--- src/rtl/vlseq_pkg.sv ---
package vlseq_pkg;

  localparam int unsigned OpW = 7;

  typedef enum logic [1:0] {
    ST_FETCH,
    ST_BOUND,
    ST_EXEC
  } seqState_t;

  // one-cycle strobes from control to datapath
  typedef struct packed {
    logic latchPrefix;
    logic latchOp;
    logic pcInc;
    logic stepInc;
    logic instDone;
    logic excSave;
    logic excRestore;
  } seqStrobe_t;

endpackage

--- src/rtl/vlseq_ctrl.sv ---
module vlseq_ctrl
  import vlseq_pkg::*;
(
  input  logic       clk,
  input  logic       rstN,
  input  logic       fetchValid,
  input  logic       prefixSeen,
  input  logic       anyVec,
  input  logic       vlZero,
  input  logic       lastElem,
  input  logic       execDone,
  input  logic       excReq,
  input  logic       excRet,
  output seqStrobe_t strobe,
  output logic       fetchReq,
  output logic       issueValid,
  output logic       excEntry
);

  seqState_t state, stateNxt;

  always_ff @(posedge clk) begin
    if (!rstN) state <= ST_FETCH;
    else       state <= stateNxt;
  end

  always_comb begin
    strobe     = '0;
    fetchReq   = 1'b0;
    issueValid = 1'b0;
    excEntry   = 1'b0;
    stateNxt   = state;
    unique case (state)
      ST_FETCH: begin
        if (excRet) begin
          strobe.excRestore = 1'b1;
        end else begin
          fetchReq = 1'b1;
          if (fetchValid) begin
            strobe.pcInc = 1'b1;
            if (prefixSeen) begin
              strobe.latchPrefix = 1'b1;
            end else begin
              strobe.latchOp = 1'b1;
              stateNxt       = ST_BOUND;
            end
          end
        end
      end
      // element boundary: the only place an exception is taken
      ST_BOUND: begin
        if (excReq) begin
          excEntry       = 1'b1;
          strobe.excSave = 1'b1;
          stateNxt       = ST_FETCH;
        end else if (anyVec && vlZero) begin
          strobe.instDone = 1'b1;
          stateNxt        = ST_FETCH;
        end else begin
          stateNxt = ST_EXEC;
        end
      end
      ST_EXEC: begin
        issueValid = 1'b1;
        if (execDone) begin
          if (!anyVec || lastElem) begin
            strobe.instDone = 1'b1;
            stateNxt        = ST_FETCH;
          end else begin
            strobe.stepInc = 1'b1;
            stateNxt       = ST_BOUND;
          end
        end
      end
      default: stateNxt = ST_FETCH;
    endcase
  end

endmodule

--- src/rtl/vlseq_dp.sv ---
module vlseq_dp
  import vlseq_pkg::*;
#(
  parameter int unsigned PcW        = 16,
  parameter int unsigned StepW      = 7,
  parameter int unsigned RegW       = 7,
  parameter int unsigned ExcVecAddr = 256
) (
  input  logic             clk,
  input  logic             rstN,
  input  seqStrobe_t       strobe,
  input  logic [31:0]      fetchWord,
  input  logic             setVlEn,
  input  logic [StepW-1:0] setVlVal,
  output logic             prefixSeen,
  output logic             anyVec,
  output logic             vlZero,
  output logic             lastElem,
  output logic [PcW-1:0]   fetchAddr,
  output logic [OpW-1:0]   issueOp,
  output logic [RegW-1:0]  rtIdx,
  output logic [RegW-1:0]  raIdx,
  output logic [RegW-1:0]  rbIdx
  ,output logic [StepW-1:0] curVl
  ,output logic [StepW-1:0] curStep
);

  localparam int unsigned NumOpnd = 3;
  localparam int unsigned RbLsb   = OpW;
  localparam int unsigned RaLsb   = OpW + RegW;
  localparam int unsigned RtLsb   = OpW + 2 * RegW;
  localparam logic [3:0]  PreTag  = 4'b1000;
  localparam logic [PcW-1:0] ExcPc = PcW'(ExcVecAddr);

  logic [PcW-1:0]     pc, instPc, savPc;
  logic [StepW-1:0]   vl, step, savVl, savStep;
  logic [NumOpnd-1:0] vecFl;
  logic [OpW-1:0]     opR;
  logic [RegW-1:0]    regBase [NumOpnd];
  logic [RegW-1:0]    regIdx  [NumOpnd];
  logic [StepW:0]     stepPlus;

  assign prefixSeen = (fetchWord[31:28] == PreTag);
  assign anyVec     = |vecFl;
  assign vlZero     = (vl == '0);
  assign stepPlus   = {1'b0, step} + {{StepW{1'b0}}, 1'b1};
  assign lastElem   = (stepPlus >= {1'b0, vl});

  // operand 0: second source, 1: first source, 2: destination
  for (genvar g = 0; g < NumOpnd; g++) begin : g_idx
    assign regIdx[g] = regBase[g] + (vecFl[g] ? RegW'(step) : '0);
  end

  assign rbIdx     = regIdx[0];
  assign raIdx     = regIdx[1];
  assign rtIdx     = regIdx[2];
  assign issueOp   = opR;
  assign fetchAddr = pc;
  assign curVl     = vl;
  assign curStep   = step;

  always_ff @(posedge clk) begin
    if (!rstN) begin
      pc      <= '0;
      instPc  <= '0;
      savPc   <= '0;
      vl      <= '0;
      step    <= '0;
      savVl   <= '0;
      savStep <= '0;
      vecFl   <= '0;
      opR     <= '0;
      for (int i = 0; i < NumOpnd; i++) regBase[i] <= '0;
    end else begin
      if (strobe.pcInc)       pc <= pc + 1'b1;
      if (strobe.latchPrefix) vecFl <= fetchWord[NumOpnd-1:0];
      if (strobe.latchOp) begin
        regBase[0] <= fetchWord[RbLsb +: RegW];
        regBase[1] <= fetchWord[RaLsb +: RegW];
        regBase[2] <= fetchWord[RtLsb +: RegW];
        opR        <= fetchWord[OpW-1:0];
      end
      if (strobe.stepInc) step <= step + 1'b1;
      if (strobe.instDone) begin
        step   <= '0;
        vecFl  <= '0;
        instPc <= pc;
      end
      if (strobe.excSave) begin
        savPc   <= instPc;
        savVl   <= vl;
        savStep <= step;
        pc      <= ExcPc;
        instPc  <= ExcPc;
        step    <= '0;
        vecFl   <= '0;
      end
      if (strobe.excRestore) begin
        pc     <= savPc;
        instPc <= savPc;
        vl     <= savVl;
        step   <= savStep;
        vecFl  <= '0;
      end else if (setVlEn) begin
        vl <= setVlVal;
      end
    end
  end

endmodule

--- src/rtl/vlIssueSeq.sv ---
module vlIssueSeq
  import vlseq_pkg::*;
#(
  parameter int unsigned PcW        = 16,
  parameter int unsigned StepW      = 7,
  parameter int unsigned RegW       = 7,
  parameter int unsigned ExcVecAddr = 256
) (
  input  logic             clk,
  input  logic             rstN,
  output logic             fetchReq,
  output logic [PcW-1:0]   fetchAddr,
  input  logic             fetchValid,
  input  logic [31:0]      fetchWord,
  output logic             issueValid,
  output logic [OpW-1:0]   issueOp,
  output logic [RegW-1:0]  rtIdx,
  output logic [RegW-1:0]  raIdx,
  output logic [RegW-1:0]  rbIdx,
  input  logic             execDone,
  input  logic             excReq,
  output logic             excEntry,
  input  logic             excRet,
  input  logic             setVlEn,
  input  logic [StepW-1:0] setVlVal,
  output logic [StepW-1:0] curVl,
  output logic [StepW-1:0] curStep
);

  seqStrobe_t strobe;
  logic prefixSeen, anyVec, vlZero, lastElem;

  vlseq_ctrl ctrl_i (
    .clk(clk), .rstN(rstN), .fetchValid(fetchValid), .prefixSeen(prefixSeen),
    .anyVec(anyVec), .vlZero(vlZero), .lastElem(lastElem), .execDone(execDone),
    .excReq(excReq), .excRet(excRet), .strobe(strobe), .fetchReq(fetchReq),
    .issueValid(issueValid), .excEntry(excEntry)
  );

  vlseq_dp #(
    .PcW(PcW), .StepW(StepW), .RegW(RegW), .ExcVecAddr(ExcVecAddr)
  ) dp_i (
    .clk(clk), .rstN(rstN), .strobe(strobe), .fetchWord(fetchWord),
    .setVlEn(setVlEn), .setVlVal(setVlVal), .prefixSeen(prefixSeen),
    .anyVec(anyVec), .vlZero(vlZero), .lastElem(lastElem),
    .fetchAddr(fetchAddr), .issueOp(issueOp), .rtIdx(rtIdx), .raIdx(raIdx),
    .rbIdx(rbIdx), .curVl(curVl), .curStep(curStep)
  );

endmodule

--- config.mk ---
export PLATFORM = sky130hd
export DESIGN_NAME = vlIssueSeq
export DESIGN_NICKNAME = d
export VERILOG_FILES = /design/src/rtl/vlseq_pkg.sv /design/src/rtl/vlseq_ctrl.sv /design/src/rtl/vlseq_dp.sv /design/src/rtl/vlIssueSeq.sv
export SDC_FILE = /design/constraint.sdc
export NUM_CORES = 1
export LEC_CHECK = 0
export ABC_AREA = 1
export BUFFER_PORTS_ARGS = -buffer_cell sky130_fd_sc_hd__buf_2
export CAP_MARGIN = 20
export CORE_MARGIN = 8
export CORE_UTILIZATION = 50
export CTS_CLUSTER_SIZE = 20
export DETAILED_ROUTE_END_ITERATION = 10
export PLACE_DENSITY = 0.73
export SLEW_MARGIN = 20
export SYNTH_ARGS = -nofsm -noshare
export SYNTH_HDL_FRONTEND = slang
export SYNTH_SLANG_ARGS = --single-unit
--- constraint.sdc ---
create_clock -name clk -period 5.7 [get_ports clk]
set_input_delay 0.57 -clock clk [delete_from_list [all_inputs] [get_ports clk]]
set_output_delay 0.57 -clock clk [all_outputs]
set_load 0.02 [all_outputs]
-- After elaboration in Yosys (flattened, before gate mapping)
Memory sizes are Yosys's and may differ from the RTL's.
Cells that the tools add are included.
- flip-flop bits (word level): 88
- memory bits (writable): 21
- word-level logic and storage cells: 90
- memories kept: 1
- add/sub/neg operators: 6
- $lt $le $gt $ge: 1
- equal/unequal tests: 7
- muxes and demuxes: 49
- bitwise logic cells: 4
- reductions and logical operators: 12
- memories (memory ; depth ; bits a word ; read ports ; clocked after memory_dff ; write ports ; line ; RTL):
    dp_i.regBase ; 3 ; 7 ; 3 ; 0 ; 3 ; vlseq_dp.sv:39 ; logic [RegW-1:0] regBase [NumOpnd];
- operator list (operator ; number):
    16-bit two-way mux ; 6
    7-bit two-way mux ; 12
    7-bit adder ; 3
    1-bit two-way mux ; 19
    16-bit by 1-bit adder with 16-bit output (second input constant) ; 1
    2-bit two-way mux ; 7
    3-bit two-way mux ; 3
    7-bit by 1-bit adder with 8-bit output (second input constant) ; 1
    8-bit by 7-bit greater-or-equal comparator with 1-bit output ; 1
    2-bit != test (second input constant) ; 4
    7-bit by 1-bit adder with 7-bit output (second input constant) ; 1
    7-bit zero test ; 1
    2-bit case mux with 3 select lines ; 1
    3-bit nonzero test ; 2
    4-bit == test (second input constant) ; 1
    4-bit AND reduction ; 1
    4-bit nonzero test ; 1
    4-bit OR reduction ; 1
    1-bit bitwise OR ; 3
    3-bit OR reduction ; 1
    2-bit by 1-bit == test with 1-bit output (second input constant) ; 1
    2-bit == test (second input constant) ; 1
    2-bit zero test ; 1
    1-bit case mux with 2 select lines ; 1
    other kinds (5) ; 5

-- Logic depth before layout (Yosys ltp)
- depth in word-level cells: 10
- gate-level depth with buffers: 21

-- Cells and area by module
Synthesis repeated with hierarchy kept, for this count alone.
- cell total of the unflattened synthesis: 828
- area total of the unflattened synthesis: 6089.6 um^2
- modules (own cells, without submodules) (module ; instances ; cells an instance ; area an instance (um^2)):
    vlseq_dp ; 1 ; 778 ; 5768.0
    vlseq_ctrl ; 1 ; 50 ; 321.6

-- Least setup slack after synthesis
No wires, ideal clock.
- path type: register -> output
- start: register dp_i.step[0], in the netlist dp_i.curStep[0]
- end: output raIdx[6]
- data arrival time: 2.080 ns
- required time: 5.130 ns
- slack: 3.050 ns
- stages on the path, launching flop included: 11
- path buffers: 0
- cell sequence: dfxtp_1 nand2_1 inv_1 ha_1 inv_1 fa_1 o21ai_0 nand2_1 a21oi_1 nor2_1 xor2_1
- longest elaborated chain between the ends: 2
- ends and longest elaborated chain (element ; line ; RTL):
    start, declared ; vlseq_dp.sv:36 ; logic [StepW-1:0] vl, step, savVl, savStep;
    start signal, assigned ; vlseq_dp.sv:83 ; if (strobe.stepInc) step <= step + 1'b1;
    start signal, assigned ; vlseq_dp.sv:102 ; step <= savStep;
    7-bit two-way mux ; vlseq_dp.sv:51 ; assign regIdx[g] = regBase[g] + (vecFl[g] ? RegW'(step) : '0);
    7-bit adder ; vlseq_dp.sv:51 ;
    end, declared ; vlIssueSeq.sv:18 ; output logic [RegW-1:0] raIdx,
No other way between the ends.

-- Final worst setup path
- start: register ctrl_i.state[1]
- end: register dp_i.vecFl[1]
- longest elaborated chain between the ends: 3
- elaborated cells between the ends (all ways): 8
- those cells by class: eq/ne: 2; mux: 4; reduce/logical: 2
- ends and longest elaborated chain (element ; line ; RTL):
    start, declared ; vlseq_ctrl.sv:20 ; seqState_t state, stateNxt;
    start signal, assigned ; vlseq_ctrl.sv:24 ; else state <= stateNxt;
    2-bit == test, or another cell as far along ; vlseq_ctrl.sv:33 ; unique case (state)
    1-bit case mux with 2 select lines / 1-bit two-way mux (equally long branches) ; vlseq_ctrl.sv:33 ;
    4-bit OR reduction (no source line) ; - ;
    end signal, assigned ; vlseq_dp.sv:76 ; if (strobe.latchPrefix) vecFl <= fetchWord[NumOpnd-1:0];
    end, declared ; vlseq_dp.sv:37 ; logic [NumOpnd-1:0] vecFl;
Several ways; a longest one is shown, not always the timed one.
A chain may end at the register's enable or synchronous reset.

==> impl_metrics.env <==
export IMPL_crit_family="simple AND/OR/NAND/NOR gates"
export IMPL_nNetsFinal=988
export IMPL_cp_required_ns=5.98
export IMPL_synth_compound_area_frac=0.172
export IMPL_track_usage=0.187
export IMPL_cts_buffers=9
export IMPL_cts_hold_buf=0
export IMPL_syn_num_nets=904
export IMPL_drive_above_1_share=0.147
export IMPL_gp_congestion=0.857
export IMPL_critPathMaxStageDelay_ns=0.89
export IMPL_start_util=0.505
export IMPL_fin_crit_sh=0.635
export IMPL_area_delta_synth_final_pct=14.4
export IMPL_final_util=0.578
export IMPL_ys_seq_area_frac=0.401
export IMPL_status="complete, no violations"
export IMPL_cap_viol_max_count=0
export IMPL_synth_xor_area_share=0.0338
export IMPL_p_clk_frac=0.298
export IMPL_synth_fa_ha_area_frac=0.0751
export IMPL_wire_per_inst_um=13.7
export IMPL_setup_tns_final_ns=0
export IMPL_die_w_um=125
export IMPL_globalRouteOverflowTotal=0
export IMPL_synth_seq_cells=109
export IMPL_slowest_stage="inv_1"
export IMPL_setup_viol=0
export IMPL_floorplan_rows=40
export IMPL_ant_nets=0
export IMPL_cts_clk_slew_worst_paths_ns=0.08
export IMPL_fmax_ghz=0.276
export IMPL_place_hpwl_um=10700
export IMPL_clock_sinks=109
export IMPL_routed_wl_um=14500
export IMPL_critPathMaxFanout=30
export IMPL_dieHeight_um=125
export IMPL_intPower_mw=1.32
export IMPL_irDropWorstVdd_mv=0.161
export IMPL_coreArea_um2=11800
export IMPL_antenna_cells=0
export IMPL_dieArea_um2=15700
export IMPL_rsz0062_at_grt="false"
export IMPL_cts_max_level=3
export IMPL_synth_distinct_cells=37
export IMPL_clock_latency_ns=0.35
export IMPL_period_needed_ns=3.62
export IMPL_ctsRootBufferMaster="clkbuf_16"
export IMPL_clock_path_buffers=2
export IMPL_p_sw_uw=667
export IMPL_viasPerCell=5.10
export IMPL_swShare=0.335
export IMPL_synthMuxAreaShare=0
export IMPL_synth_top_family_by_area="simple AND/OR/NAND/NOR gates"
export IMPL_synth_area_um2=5970
export IMPL_grt_max_degree=68
export IMPL_ctsResizeCount=0
export IMPL_crit_path_start_kind="flop"
export IMPL_cts_setup_buffers=0
export IMPL_antenna_found_initial=0
export IMPL_power_static_leakage_nw=3.42
export IMPL_power_frac_seq=0.469
export IMPL_power_mw=1.99
export IMPL_drc=0
export IMPL_cts_tree="built"
export IMPL_path_class="flop to flop"
export IMPL_drt_iter0_drc=337
export IMPL_synth_edf_count=21
export IMPL_combPwrFrac=0.232
export IMPL_min_path_type="input pin to flop"
export IMPL_io_pins=107
export IMPL_yosys_area_share_simple=0.197
export IMPL_synth_top_area_share=0.295
export IMPL_synthArstFlopShare=0
export IMPL_cpMostUsedCell="nand2_1"
export IMPL_yosysWarnings=0
export IMPL_endpoint_kind="flop"
export IMPL_crit_chain="inv_1, ha_1, nand2_1, nand2_1, inv_1, nand2_4, inv_6, nand2_1, a21oi_1"
export IMPL_syn_avg_cell_area_um2=7.24
export IMPL_hold_viol=0
export IMPL_grt_pass1_vias=5175
export IMPL_reg2reg_slack_ns=2.08
export IMPL_syn_inst=824
export IMPL_worst_path_buf_inv=3
export IMPL_io_buffers=106
export IMPL_synth_area_leader_cell="dfxtp_1"
export IMPL_tightest_slew_ns=0.945
export IMPL_grt_pass1_wl_um=24600
export IMPL_power_density_nw_per_um2=292
export IMPL_skew_ns=0.00879
export IMPL_vias=5402
export IMPL_max_slew_margin_rel=0.369
export IMPL_synthTopCellsByArea="dfxtp_1, edfxtp_1, inv_1, o21ai_0, nand2_1"
export IMPL_first_pass_iters=5
export IMPL_synth_ff_type="dfxtp_1"
export IMPL_cp_arrival_ns=3.90
export IMPL_drv_slew=0
metrics by stage:
stage                     instances  hold slack, ns  worst slack [ns]  instance area (um2)
after floorplan                 824           0.439              3.05                 5970
after global placement         1043           0.460              2.17                 6540
after detailed placement       1043           0.468              2.06                 6540
after CTS                      1059           0.451              2.07                 6810
after global routing           1060           0.474              1.65                 6820
final                          1060           0.460              2.08                 6820
cells by family after synthesis:
logic type / count (synthesis)
fa+ha+maj: 34
buf+inv: 184
xor+xnor: 23
simple gates: 281
flops: 109
compound gates: 193
sequential cells by signal, summed over array words and instances, names as in the netlist:
signal,cells
dp_i.instPc,16
dp_i.savPc,16
ctrl_i.state,2
dp_i.curStep,7
dp_i.regBase,21
dp_i.curVl,7
dp_i.savStep,7
dp_i.issueOp,7
dp_i.vecFl,3
dp_i.fetchAddr,16
dp_i.savVl,7
worst reg2reg max path: stages (launching register included):
cell and delay [ns]:
dfxtp_1 0.37, inv_1 0.08, ha_1 0.21, nand2_1 0.62, nand2_1 0.64, inv_1 0.89, nand2_4 0.29, inv_6 0.21
nand2_1 0.11, a21oi_1 0.15
per-layer routing:
| metal | global-route usage | wire (um) | up-vias | part of all wire |
|---|---|---|---|---|
| met3 | 0.0280 | 688 | 19 | 0.047 |
| li1 | - | - | 2823 | - |
| met5 | 0 | 0 | - | 0 |
| met2 | 0.321 | 6950 | 122 | 0.48 |
| met4 | 0.0723 | 215 | 0 | 0.015 |
| met1 | 0.230 | 6660 | 2438 | 0.46 |
worst paths after layout:
path	end	startpoint	cells past startpoint
setup / recovery	dp_i.vecFl[1]	ctrl_i.state[1]	9
setup reg to reg	dp_i.vecFl[1]	ctrl_i.state[1]	9
hold / removal	dp_i.curVl[2]	setVlVal[2]	3
hold reg to reg	dp_i.savPc[13]	dp_i.savPc[13]	2
power groups by stage:
stage / sequential, mW / combinational [mW] / clock [mW]
2_1_floorplan: 0.968 / 0.307 / 0
3_3_place_gp: 0.952 / 0.456 / 0
3_5_place_dp: 0.950 / 0.463 / 0
4_1_cts: 0.934 / 0.466 / 0.598
5_1_grt: 0.946 / 0.525 / 0.626
6_report: 0.935 / 0.463 / 0.594
layout make-up:
type | instances | area, um2
fillers | 1145 | 4990
well taps | 147 | 184
flip-flops and latches | 109 | 2390
multi-input cells | 531 | 2850
clock buffers | 10 | 229
inverters | 146 | 553
repair buffers | 111 | 572
clock inverters | 6 | 45.0
Yosys cell counts, types with 5 or more instances:
library cell / number
nand3b_1: 5
o21ai_1: 5
nand3_1: 40
inv_1: 143
nor2_1: 107
ha_1: 31
clkbuf_1: 25
nand2_1: 112
nand4_1: 9
a21oi_1: 67
o22ai_1: 13
dfxtp_1: 88
xor2_1: 20
buf_2: 6
o21ai_0: 92
edfxtp_1: 21
cell usage in the layout (no fill, tap or decap), types with 4 or more instances in the layout:
master	synthesis	routed
ha_1	31	31
o21ai_0	92	92
nand2_2	4	4
nand3_1	40	40
o21ai_1	5	5
clkbuf_16	0	9
nand4_1	9	9
nand2_1	112	112
a31oi_1	4	4
nor2_1	107	107
buf_4	1	4
nand3b_1	5	5
a21oi_1	67	67
inv_1	143	143
xor2_1	20	20
buf_2	6	106
o22ai_1	13	13
dfxtp_1	88	88
edfxtp_1	21	21
No activity file was read; power rests on OpenSTA's default activity.
